<file path="src/rtl/pwm_cfg_pkg.sv">
package pwm_cfg_pkg;
  localparam int CFG_W       = 8;
  localparam int PAIRS       = 3;
  localparam int BIT_LOCK    = 7;
  localparam int BIT_MULTI   = 6;
  localparam int ALIGN_LO    = 3;
  localparam int INDEP_LO    = 0;

  typedef struct packed {
    logic cfgSel;
    logic cfgWrOk;
    logic winSel;
    logic winWrOk;
  } cfgStrobe_t;
endpackage

</file>
<file path="src/rtl/pwm_cfg_ctrl.sv">
module pwm_cfg_ctrl
  import pwm_cfg_pkg::*;
#(
  parameter int ADDR_W  = 6,
  parameter int CFG_OFS = 'h00,
  parameter int WIN_LO  = 'h28,
  parameter int WIN_HI  = 'h37
) (
  input  logic [ADDR_W-1:0] busAddr,
  input  logic              busWrEn,
  input  logic              lockQ,
  input  logic              multiQ,
  output cfgStrobe_t        strb
);
  localparam logic [ADDR_W-1:0] CFG_A = ADDR_W'(CFG_OFS);
  localparam logic [ADDR_W-1:0] LO_A  = ADDR_W'(WIN_LO);
  localparam logic [ADDR_W-1:0] HI_A  = ADDR_W'(WIN_HI);

  logic hitCfg, hitWin;

  always_comb begin
    hitCfg       = (busAddr == CFG_A);
    hitWin       = (busAddr >= LO_A) && (busAddr <= HI_A);
    strb.cfgSel  = hitCfg;
    strb.winSel  = hitWin;
    strb.cfgWrOk = busWrEn && hitCfg && !lockQ;
    strb.winWrOk = busWrEn && hitWin && multiQ;
  end
endmodule

</file>
<file path="src/rtl/pwm_cfg_dp.sv">
module pwm_cfg_dp
  import pwm_cfg_pkg::*;
(
  input  logic             clk,
  input  logic             rstN,
  input  cfgStrobe_t       strb,
  input  logic [CFG_W-1:0] busWrData,
  input  logic [CFG_W-1:0] winRdData,
  output logic [CFG_W-1:0] cfgQ,
  output logic [CFG_W-1:0] busRdData,
  output logic [PAIRS-1:0] alignEdge,
  output logic [PAIRS-1:0] indepMode
);
  logic multiQ;
  assign multiQ = cfgQ[BIT_MULTI];

  always_ff @(posedge clk or negedge rstN) begin
    if (!rstN) begin
      cfgQ <= '0;
    end else if (strb.cfgWrOk) begin
      cfgQ[BIT_LOCK]    <= cfgQ[BIT_LOCK]  | busWrData[BIT_LOCK];
      cfgQ[BIT_MULTI]   <= cfgQ[BIT_MULTI] | busWrData[BIT_MULTI];
      cfgQ[BIT_MULTI-1:0] <= busWrData[BIT_MULTI-1:0];
    end
  end

  always_comb begin
    if (strb.cfgSel)                busRdData = cfgQ;
    else if (strb.winSel && multiQ) busRdData = winRdData;
    else                            busRdData = '0;
  end

  for (genvar p = 0; p < PAIRS; p++) begin : g_pair
    assign indepMode[p] = cfgQ[INDEP_LO + p];
    if (p == 0) begin : g_master
      assign alignEdge[p] = cfgQ[ALIGN_LO];
    end else begin : g_slave
      assign alignEdge[p] = multiQ ? cfgQ[ALIGN_LO + p] : cfgQ[ALIGN_LO];
    end
  end

  assert_lock_sticky_R2: assert property (@(posedge clk) disable iff (!rstN)
    cfgQ[BIT_LOCK] |=> cfgQ[BIT_LOCK]);
  assert_multi_sticky_R3: assert property (@(posedge clk) disable iff (!rstN)
    cfgQ[BIT_MULTI] |=> cfgQ[BIT_MULTI]);
  assert_locked_hold_R5: assert property (@(posedge clk) disable iff (!rstN)
    cfgQ[BIT_LOCK] |=> $stable(cfgQ));
  assert_win_read_zero_R6: assert property (@(posedge clk) disable iff (!rstN)
    (!multiQ && strb.winSel) |-> (busRdData == '0));
  assert_align_follow_R8: assert property (@(posedge clk) disable iff (!rstN)
    !multiQ |-> (alignEdge[1] == alignEdge[0] && alignEdge[2] == alignEdge[0]));
endmodule

</file>
<file path="src/rtl/pwm_cfg_lock.sv">
module pwm_cfg_lock
  import pwm_cfg_pkg::*;
#(
  parameter int ADDR_W  = 6,
  parameter int CFG_OFS = 'h00,
  parameter int WIN_LO  = 'h28,
  parameter int WIN_HI  = 'h37
) (
  input  logic              clk,
  input  logic              rstN,
  input  logic [ADDR_W-1:0] busAddr,
  input  logic              busWrEn,
  input  logic [7:0]        busWrData,
  output logic [7:0]        busRdData,
  input  logic [7:0]        winRdData,
  output logic              winWrEn,
  output logic              wrProtect,
  output logic              multiTimebase,
  output logic [2:0]        alignEdge,
  output logic [2:0]        indepMode
);
  cfgStrobe_t       strb;
  logic [CFG_W-1:0] cfgQ;

  pwm_cfg_ctrl #(
    .ADDR_W(ADDR_W), .CFG_OFS(CFG_OFS), .WIN_LO(WIN_LO), .WIN_HI(WIN_HI)
  ) i_ctrl (
    .busAddr(busAddr),
    .busWrEn(busWrEn),
    .lockQ(cfgQ[BIT_LOCK]),
    .multiQ(cfgQ[BIT_MULTI]),
    .strb(strb)
  );

  pwm_cfg_dp i_dp (
    .clk(clk),
    .rstN(rstN),
    .strb(strb),
    .busWrData(busWrData),
    .winRdData(winRdData),
    .cfgQ(cfgQ),
    .busRdData(busRdData),
    .alignEdge(alignEdge),
    .indepMode(indepMode)
  );

  assign winWrEn       = strb.winWrOk;
  assign wrProtect     = cfgQ[BIT_LOCK];
  assign multiTimebase = cfgQ[BIT_MULTI];

  assert_win_block_R6: assert property (@(posedge clk) disable iff (!rstN)
    !multiTimebase |-> !winWrEn);
  assert_win_pass_R7: assert property (@(posedge clk) disable iff (!rstN)
    winWrEn |-> (busWrEn && multiTimebase));
endmodule

</file>
<file path="config.mk">
export PLATFORM = sky130hd
export DESIGN_NAME = pwm_cfg_lock
export DESIGN_NICKNAME = d
export VERILOG_FILES = /design/src/rtl/pwm_cfg_pkg.sv /design/src/rtl/pwm_cfg_ctrl.sv /design/src/rtl/pwm_cfg_dp.sv /design/src/rtl/pwm_cfg_lock.sv
export SDC_FILE = /design/constraint.sdc
export NUM_CORES = 1
export LEC_CHECK = 0
export BUFFER_PORTS_ARGS = -buffer_cell sky130_fd_sc_hd__buf_4
export CORE_MARGIN = 3
export CORE_UTILIZATION = 33
export CTS_CLUSTER_DIAMETER = 40
export CTS_CLUSTER_SIZE = 12
export DETAILED_ROUTE_END_ITERATION = 8
export PLACE_DENSITY_LB_ADDON = 0.12
export RECOVER_POWER = 50
export SLEW_MARGIN = 10
export SYNTH_ARGS = -nofsm -noshare
export SYNTH_HDL_FRONTEND = slang
export SYNTH_SLANG_ARGS = --single-unit
</file>
<file path="constraint.sdc">
create_clock -name clk -period 1.95 [get_ports clk]
set_clock_uncertainty 0.1 [all_clocks]
set_input_delay 0.39 -clock clk [delete_from_list [all_inputs] [get_ports clk]]
set_output_delay 0.39 -clock clk [all_outputs]
set_load 0.02 [all_outputs]
</file>
# [Word level (Yosys, flattened, before mapping)]
# Cells that the tools add are included.
[totals] latchBits=0 elab_cells=17 mem_count=0 regBits=8 romBits=0 ramBits=0
[op_classes] n_mux=4 n_div=0 n_mul=0 shift=0 n_bitwise=2 reduce_logical=8 n_eq_ne=0 order_cmp=2 n_addsub=0
[ops] cell="8-bit two-way mux" n=2
[ops] cell="6-bit >= comparator (second input constant)" n=1
[ops] cell="6-bit <= comparator (second input constant)" n=1
[ops] cell="1-bit logical AND" n=6
[ops] cell="6-bit logical NOT" n=1
[ops] cell="1-bit two-way mux" n=2
[ops] cell="1-bit OR" n=2
[ops] cell="1-bit logical NOT" n=1

# [Longest topological paths before layout]
# Gate-level depths: netlist (run 1).
[depth] word_depth=5 depth_mapped=4

# [Modules after synthesis]
# A second synthesis (run 1) with hierarchy kept.
[hier_totals] cells_unflattened=61 hier_area_um2=580.6
[by_module_without_submodules] mod="pwm_cfg_dp" n_inst=1 seq_area_each_um2=200.2 area_each_um2=506.7 cells_per_inst=52
[by_module_without_submodules] mod="pwm_cfg_ctrl" n_inst=1 seq_area_each_um2=0.0 area_each_um2=73.8 cells_per_inst=9

# [Worst setup path after synthesis (run 1)]
# OpenSTA, ideal clock, no wires.
[synth_path] kind="input-to-output" from="input port busAddr[1]" to="output port busRdData[0]" path_slack_ns=-0.136 t_arrival_ns=1.596 n_path_buf=0 required_ns=1.460 cell_stages=3 path_cell_list="or4_4 > nor3_2 > a22o_1"
[synth_between] elab_chain_cells=5 word_cells_on_any_way=7
[synth_lines] element="from (decl)" line="pwm_cfg_lock.sv:11" source="input logic [ADDR_W-1:0] busAddr,"
[synth_lines] element="6-bit >= comparator or 6-bit <= comparator (tied branches)" line="pwm_cfg_ctrl.sv:23" source="hitWin = (busAddr >= LO_A) && (busAddr <= HI_A);"
[synth_lines] element="1-bit logical AND" line="pwm_cfg_ctrl.sv:23"
[synth_lines] element="1-bit logical AND" line="pwm_cfg_dp.sv:29" source="else if (strb.winSel && multiQ) busRdData = winRdData;"
[synth_lines] element="8-bit two-way mux" line="pwm_cfg_dp.sv:29"
[synth_lines] element="8-bit two-way mux (*)" line="pwm_cfg_dp.sv:28" source="if (strb.cfgSel) busRdData = cfgQ;"
[synth_lines] element="to (decl)" line="pwm_cfg_lock.sv:14" source="output logic [7:0] busRdData,"
# Mark *: on every way between the ends. The rest lies on a longest branch, timed or not.

# [Worst setup path in the final report (run 1)]
[layout_path] from="input port busAddr[1]" to="output port busRdData[4]"
# Same word-level chain as after synthesis.

==> impl_metrics.tcl, run 1 <==
set metrics [dict create \
    grtUsageTotal 0.1678 \
    nets 114 \
    syn_inst 43 \
    worst_setup_path_start_kind "input pin" \
    drc 0 \
    clock_latency_ns 0.24 \
    synth-compound-area-share 0.1744 \
    synth-edff-count 0 \
    synth_simple_gate_area_share 0.1425 \
    grt_max_degree 10 \
    fin_hold_ws_ns 0.2712 \
    hold_viol 0 \
    crit_type "input pin to primary output" \
    avgSynthCellArea_um2 11.84 \
    p_switching_uw 162.9 \
    dp_slack_ns -0.2357 \
    synth_commonest_cells "a22o_1, dfrtp_1, mux2_4" \
    post-route-util 0.6841 \
    grt-ovfl-total 0 \
    clk_pin_slew_ns 0.05 \
    vias 523 \
    layout-drive-gt1-share 0.6897 \
    power.clock.fraction 0.240 \
    cts_buffers 3 \
    final.setup.worst_slack_ns -0.1390 \
    largest-register "i_dp.cfgQ" \
    num_rows 13 \
    ys_seq_area_frac 0.3931 \
    p_comb_frac 0.361 \
    worstPathRequired_ns 1.46 \
    io-pin-count 42 \
    setup-tns-final_ns -1.057 \
    synth-seq-cells 8 \
    r2r-start "i_dp.cfgQ[7]" \
    clockRootBuffer "clkbuf_4" \
    synthMuxAreaShare 0.1769 \
    yosys.area_share.adder 0 \
    power_density_nw_per_um2 562.9 \
    synth_top_family_by_area "multiplexers" \
    wl_um 1516 \
    die_w_um 45.28 \
    hold_path_end "i_dp.cfgQ[2]" \
    period_share 1.071 \
    hold_class "input pin to flip-flop" \
    yosys.area.top_type_share 0.3931 \
    p_leak_uw 0.0005208 \
    maxCapViolCount 0 \
    seqPwrFrac 0.399 \
    final_antenna_net_count 0 \
    ir_drop_mv 0.3982 \
    die_h_um 45.28 \
    multiInputGateArea_um2 311.5 \
    n_fill_cell 119 \
    drv_slew 0 \
    tightest_slew_ns 0.4237 \
    timing.slew.headroom 0.7175 \
    grt_pass1_wl_um 2456 \
    area_growth_pct 83.54 \
    port_buffers 41 \
    synth_top_area_cell "dfrtp_1" \
    cts_buffer_depth 2 \
    reg2reg_slack_ns 0.33 \
    violations "negative setup slack" \
    synth_xor_area_frac 0.01720 \
    syn_nets 68 \
    internal-power_uw 363.2 \
    tritoncts "yes" \
    h-tree-depth 1 \
    core_area_um2 1366 \
    dieArea_um2 2050 \
    antenna_cells 0 \
    fmax_ghz 0.4787 \
    synth-main-ff-cell "dfrtp_1" \
    grt_pass1_vias 581 \
    drt_iter0_drc 5 \
    largest_register_ffs 8 \
    yosys_warnings 0 \
    wl_per_cell_um 14.86 \
    reg2reg_to "i_dp.cfgQ[3]" \
    gp_congestion 0.7738 \
    critPathCaptureType "primary output" \
    p_sw_frac 0.3096 \
    cts_sinks 8 \
    hp-start "busWrData[2]" \
    register_area_um2 200.2 \
    synth_cell_types 16 \
    rsz0062_at_grt "yes" \
    synth_area_um2 509.2 \
    period_minus_slack_ns 2.089 \
    viasPerCell 5.127 \
    holdPathStages 2 \
    biggestRegsByFlops "i_dp.cfgQ: 8 flops" \
    drtPass1Iterations 3 \
    arrival_ns 1.60 \
    outcome "finished, violations left" \
    critPathMaxFanout 6 \
    async_reset_ff_frac 1.000 \
    r2r_cells 3 \
    start_util 0.3727 \
    antenna_found_initial 0 \
    synth_area_leaders "dfrtp_1, mux2_4, a22o_1" \
    setup_violations 8 \
]
-- per-layer routing --
| metal | vias up | global-route usage | wire (um) |
|---|---|---|---|
| li1 | 247 | - | - |
| met1 | 244 | 0.1802 | 556 |
| met2 | 32 | 0.3107 | 787 |
| met3 | 0 | 0.04781 | 173 |
| met4 | 0 | 0.05263 | 0 |
| met5 | - | 0 | 0 |
-- per-stage QoR --
step	total power, uW	cell area (um2)	cells
after floorplan	316.4	559.3	43
after global placement	403.7	870.8	97
after detailed placement	408.0	870.8	97
after CTS	542.5	942.2	102
after global routing	555.2	934.6	102
final	526.1	934.6	102
-- worst max path at each step --
stage	from	endpoint	slack (ns)	depth (start not counted)
5_1_grt	busAddr[1]	busRdData[4]	-0.19	6
2_1_floorplan	busAddr[1]	i_dp.cfgQ[0]	-0.12	4
3_3_place_gp	busAddr[1]	i_dp.cfgQ[2]	-0.22	4
6_report	busAddr[1]	busRdData[4]	-0.14	6
4_1_cts	busAddr[1]	busRdData[3]	-0.15	6
3_5_place_dp	busAddr[1]	i_dp.cfgQ[3]	-0.24	4
-- critical path, cell delays in order --
cell and delay [ns]:
buf_6 0.09, or4_4 0.55, nor3_4 0.17, buf_6 0.16, a22o_4 0.13, buf_6 0.11
-- layout make-up --
| class | instances | share of cell area |
|---|---|---|
| Sequential cell | 8 | 0.2142 |
| Multi-Input combinational cell | 28 | 0.3333 |
| Timing Repair Buffer | 47 | 0.4043 |
| Tap cell | 15 | 0.02008 |
| Clock buffer | 3 | 0.02410 |
| Inverter | 1 | 0.004016 |
-- kinds of logic after synthesis --
family                 Yosys count
AND/OR/NAND/NOR                 11
XOR/XNOR                         1
AO/OA/AOI/OAI                   10
buffers and inverters            7
flip-flops                       8
multiplexers                     6
-- power groups by stage --
stage                     sequential (uW)  clock [uW]  combinational (uW)
after floorplan                       217           0                99.1
after global placement                213           0                 190
after detailed placement              213           0                 195
after CTS                             211         131                 201
after global routing                  214         137                 203
final                                 210         126                 190
-- cell usage in the layout (no fill, tap or decap), drive strengths merged --
cell / synthesis / routed
a22o: 8 / 8
a31o: 1 / 1
a41o: 1 / 1
and2: 1 / 1
and3: 1 / 1
buf: 5 / 41
clkbuf: 1 / 8
dfrtp: 8 / 8
dlygate4sd3: 0 / 1
inv: 1 / 1
mux2: 6 / 6
nand2: 4 / 4
nand2b: 2 / 2
nor3: 1 / 1
or4: 2 / 2
xor2: 1 / 1
-- what timing repair did --
action                                 CTS  global route
resized for setup                        9             3
cloned                                   0             0
pin swaps                                1             2
buffers inserted                         1             0
setup endpoints to repair                9             8
endpoints found under the hold margin    8             0
hold buffers                             1             0
No activity file was read; power rests on OpenSTA's default activity.
==> run 2, diff against run 1 <==
==> constraint.sdc (replaced) <==
create_clock -name clk -period 1.95 [get_ports clk]
set_clock_uncertainty 0.1 [all_clocks]
set_input_delay 0.2925 -clock clk [delete_from_list [all_inputs] [get_ports clk]]
set_output_delay 0.2925 -clock clk [all_outputs]
set_load 0.02 [all_outputs]
==> impl_metrics.tcl, run 2 (synthesis results as in run 1) <==
set metrics [dict create \
    p_leak_uw 0.0004730 \
    tritoncts "yes" \
    outcome "complete, no violations" \
    timing.slew.headroom 0.7356 \
    nets 112 \
    multiInputGateArea_um2 266.5 \
    clockRootBuffer "clkbuf_4" \
    core_area_um2 1366 \
    arrival_ns 1.54 \
    grt_pass1_vias 439 \
    largest_register_ffs 8 \
    critPathCaptureType "primary output" \
    grt_max_degree 10 \
    crit_start "busAddr[1]" \
    grt_pass1_wl_um 2021 \
    power_density_nw_per_um2 584.5 \
    cpMaxStageDelayCell "or4_4" \
    rsz0062_at_grt "yes" \
    area_growth_pct 70.27 \
    period_minus_slack_ns 1.929 \
    cts_sinks 8 \
    r2r_cells 3 \
    h-tree-depth 1 \
    layout-drive-gt1-share 0.6118 \
    drtPass1Iterations 3 \
    io-pin-count 42 \
    largest-register "i_dp.cfgQ" \
    layout_commonest_cell "buf_4" \
    antenna_cells 0 \
    slowest_delay_ns 0.55 \
    grtUsageTotal 0.1417 \
    fmax_ghz 0.5184 \
    gp_congestion 0.7019 \
    start_util 0.3727 \
    viasPerCell 5.040 \
    cpMostUsedCell "buf_6" \
    grt-ovfl-total 0 \
    die_w_um 45.28 \
    vias 504 \
    register_area_um2 200.2 \
    tightest_slew_ns 0.3966 \
    reg2reg_slack_ns 0.34 \
    hold_class "input pin to flip-flop" \
    endpoint "busRdData[4]" \
    wl_per_cell_um 13.39 \
    n_fill_cell 126 \
    setup_violations 0 \
    cts_buffers 3 \
    clock_latency_ns 0.25 \
    layout_common_cells "buf_4, buf_6, a22o_1, dfrtp_1, mux2_4" \
    worst_setup_path_start_kind "input pin" \
    cts_buffer_depth 2 \
    drv_slew 0 \
    fin_hold_ws_ns 0.1720 \
    path_depth 6 \
    drt_iter0_drc 1 \
    biggestRegsByFlops "i_dp.cfgQ: 8 flops" \
    cp_num_buf_inv 3 \
    r2r-start "i_dp.cfgQ[7]" \
    reg2reg_to "i_dp.cfgQ[4]" \
    die_h_um 45.28 \
    clk_pin_slew_ns 0.05 \
    cp_cell_sequence "buf_6, or4_4, nor3_4, buf_6, a22o_1, buf_6" \
    dieArea_um2 2050 \
    wl_um 1339 \
    antenna_found_initial 0 \
    port_buffers 41 \
    critPathMaxFanout 6 \
    holdPathStages 2 \
    ir_drop_mv 0.2814 \
    crit_type "input pin to primary output" \
    worstPathRequired_ns 1.56 \
    final_antenna_net_count 0 \
    drc 0 \
    p_total_uw 506.8 \
    period_share 0.9892 \
    hold_viol 0 \
    num_rows 13 \
    crit_family "simple AND/OR/NAND/NOR gates" \
    maxCapViolCount 0 \
    postCtsSetupRepairBufs 0 \
]
## run 2: worst min-delay path by stage
stage / slack, ns / from / to
3_5_place_dp: 0.01 / rstN / i_dp.cfgQ[1]
3_3_place_gp: 0.01 / rstN / i_dp.cfgQ[1]
5_1_grt: 0.15 / busWrData[5] / i_dp.cfgQ[5]
6_report: 0.17 / busWrData[2] / i_dp.cfgQ[2]
4_1_cts: 0.17 / busWrData[0] / i_dp.cfgQ[0]
2_1_floorplan: -0.10 / rstN / i_dp.cfgQ[0]
## run 2: report_power, final
group          leakage (uW)  switching, uW  internal, uW  total, uW
combinational      0.000353           76.6          96.9        174
sequential         0.000106           22.9           188        211
clock             0.0000138           51.8          70.1        122
total              0.000473            151           356        507
## run 2: layout make-up
type                            instances  area share
Timing Repair Buffer                   45      0.4098
Multi-Input combinational cell         28      0.3074
Sequential cell                         8      0.2309
Clock buffer                            3     0.02597
Tap cell                               15     0.02165
Inverter                                1    0.004329
## run 2: worst register-to-register path, cell delays in order, from the launching register on
cell and delay [ns]:
dfrtp_1 0.41, nand2b_1 0.16, or4_4 0.50, mux2_4 0.33
## run 2: layer usage
metal  global-route usage  vias to the layer above  share of wire
met1               0.1836                      234           0.42
met3              0.03984                        2          0.098
met2               0.2147                       29           0.46
li1                     -                      239              -
met4              0.07018                        0          0.014
met5                    0                        -              0
## run 2: what timing repair did
item / in CTS / in global routing
hold buffers: 1 / 0
endpoints found under the setup margin: 4 / 8
endpoints found under the hold margin: 8 / 0
pin swaps: 0 / 3
gates resized for setup: 2 / 8
## run 2: stage by stage
| step | area [um2] | worst slack [ns] | util | cells | TNS (ns) |
|---|---|---|---|---|---|
| 2_1_floorplan | 509.2 | -0.005277 | - | 43 | -0.03166 |
| 3_3_place_gp | 813.3 | -0.1073 | 0.5952 | 96 | -0.6423 |
| 3_5_place_dp | 813.3 | -0.1288 | 0.5952 | 96 | -0.7196 |
| 4_1_cts | 855.8 | 0.006291 | 0.6264 | 100 | 0 |
| 5_1_grt | 867.1 | -0.03337 | 0.6346 | 100 | -0.08033 |
| 6_report | 867.1 | 0.02114 | 0.6346 | 100 | 0 |
==> run 3, diff against run 2 <==
Settings changed: PLACE_DENSITY from default to 0.73, PLACE_DENSITY_LB_ADDON 0.12 to default.
==> impl_metrics.tcl, run 3 (synthesis results as in run 1) <==
set metrics [dict create \
    die_w_um 45.28 \
    final_area_um2 849.6 \
    cpMostUsedCell "buf_4" \
    grt_max_degree 10 \
    cts_sinks 8 \
    critPathMaxFanout 4 \
    area_growth_pct 66.83 \
    cts_buffers 3 \
    crit_type "input pin to primary output" \
    dieArea_um2 2050 \
    post-route-util 0.6218 \
    cpMaxStageDelayCell "or4_4" \
    grtUsageTotal 0.1527 \
    antenna_found_initial 0 \
    final_antenna_net_count 0 \
    crit_family "simple AND/OR/NAND/NOR gates" \
    gp_congestion 0.7034 \
    wl_um 1408 \
    dpl-instance-area_um2 813.3 \
    drt_iter0_drc 5 \
    nets 112 \
    maxCapViolCount 0 \
    ir_drop_mv 0.3210 \
    timing.slew.headroom 0.7094 \
    largest_register_ffs 8 \
    worst_setup_path_start_kind "input pin" \
    start_util 0.3727 \
    layout_common_cells "buf_4, a22o_1, dfrtp_1, mux2_4, clkbuf_1" \
    clk_pin_slew_ns 0.06 \
    clock_latency_ns 0.25 \
    dp_hpwl_um 1116 \
    tritoncts "yes" \
    drv_slew 0 \
    cts_buffer_depth 2 \
    p_leak_uw 0.0004661 \
    wl_per_cell_um 14.08 \
    cp_cell_sequence "buf_6, or4_4, nor3_4, buf_4, a22o_1, buf_4" \
    power_density_nw_per_um2 598.7 \
    num_rows 13 \
    biggestRegsByFlops "i_dp.cfgQ: 8 flops" \
    layout-drive-gt1-share 0.6118 \
    grt_pass1_wl_um 2097 \
    slowest_delay_ns 0.55 \
    hold_class "input pin to flip-flop" \
    outcome "complete, no violations" \
    drc 0 \
    h-tree-depth 1 \
    arrival_ns 1.51 \
    die_h_um 45.28 \
    fmax_ghz 0.5261 \
    layout_commonest_cell "buf_4" \
    rsz0062_at_grt "yes" \
    setup_violations 0 \
    io-pin-count 42 \
    period_minus_slack_ns 1.901 \
    tightest_slew_ns 0.4359 \
    critPathCaptureType "primary output" \
    largest-register "i_dp.cfgQ" \
    grt-ovfl-total 0 \
    worstPathRequired_ns 1.56 \
    period_share 0.9747 \
    core_area_um2 1366 \
    antenna_cells 0 \
    drtPass1Iterations 4 \
    grt_pass1_vias 472 \
    hold_viol 0 \
    vias 496 \
    fin_hold_ws_ns 0.1638 \
    port_buffers 41 \
    n_fill_cell 116 \
    cp_num_buf_inv 3 \
    viasPerCell 4.960 \
    clockRootBuffer "clkbuf_4" \
    setup-tns-final_ns 0 \
]
[run 3: area by class of cell]
type / count / area [um2] / area share
tap: 15 / 18.77 / 0.02209
timing repair buffer: 45 / 336.6 / 0.3962
multi-input combinational: 28 / 267.8 / 0.3152
inverter: 1 / 3.754 / 0.004418
sequential: 8 / 200.2 / 0.2356
clock buffer: 3 / 22.52 / 0.02651
[run 3: worst reg2reg max path, cell delays in order (launching register included)]
cell	delay [ns]
dfrtp_1	0.41
nand2b_1	0.16
or4_4	0.50
mux2_4	0.32
[run 3: worst paths after layout]
kind                       slack (ns)         start            to  cells after the start
setup / recovery                 0.05    busAddr[1]  busRdData[6]                      6
setup reg to reg                 0.34  i_dp.cfgQ[7]  i_dp.cfgQ[5]                      3
hold reg to reg                  0.45  i_dp.cfgQ[1]  i_dp.cfgQ[1]                      1
max in group asynchronous        1.06          rstN  i_dp.cfgQ[5]                      2
hold / removal                   0.16  busWrData[3]  i_dp.cfgQ[3]                      2
min in group asynchronous        0.39          rstN  i_dp.cfgQ[0]                      2
[run 3: metrics by stage]
stage | setup WS (ns) | total power (uW) | instances
2_1_floorplan | -0.005277 | 309.8 | 43
3_3_place_gp | -0.1026 | 390.6 | 96
3_5_place_dp | -0.1240 | 393.9 | 96
4_1_cts | 0.009234 | 523.5 | 100
5_1_grt | -0.01702 | 540.3 | 100
6_report | 0.04935 | 508.6 | 100
[run 3: per-layer routing]
metal,share of wire,routed length (um),vias up,track usage
met4,0.017,24,0,0.08772
met3,0.11,158,4,0.07968
li1,-,-,241,-
met5,0,0,-,0
met2,0.47,666,26,0.2119
met1,0.40,559,225,0.1867
[run 3: where the power goes]
part	switching [uW]	leakage, uW	internal, uW
sequential	23.3	0.000106	188
clock	55.2	0.0000138	70.3
combinational	77.2	0.000346	94.2
total	156	0.000466	353
[run 3: timing repair]
item / 4_1_cts / 5_1_grt
setup buffers: 0 / 0
hold buffers: 1 / 0
endpoints found under the hold margin: 8 / 0
setup endpoints to repair: 0 / 9
gates resized for setup: 0 / 7
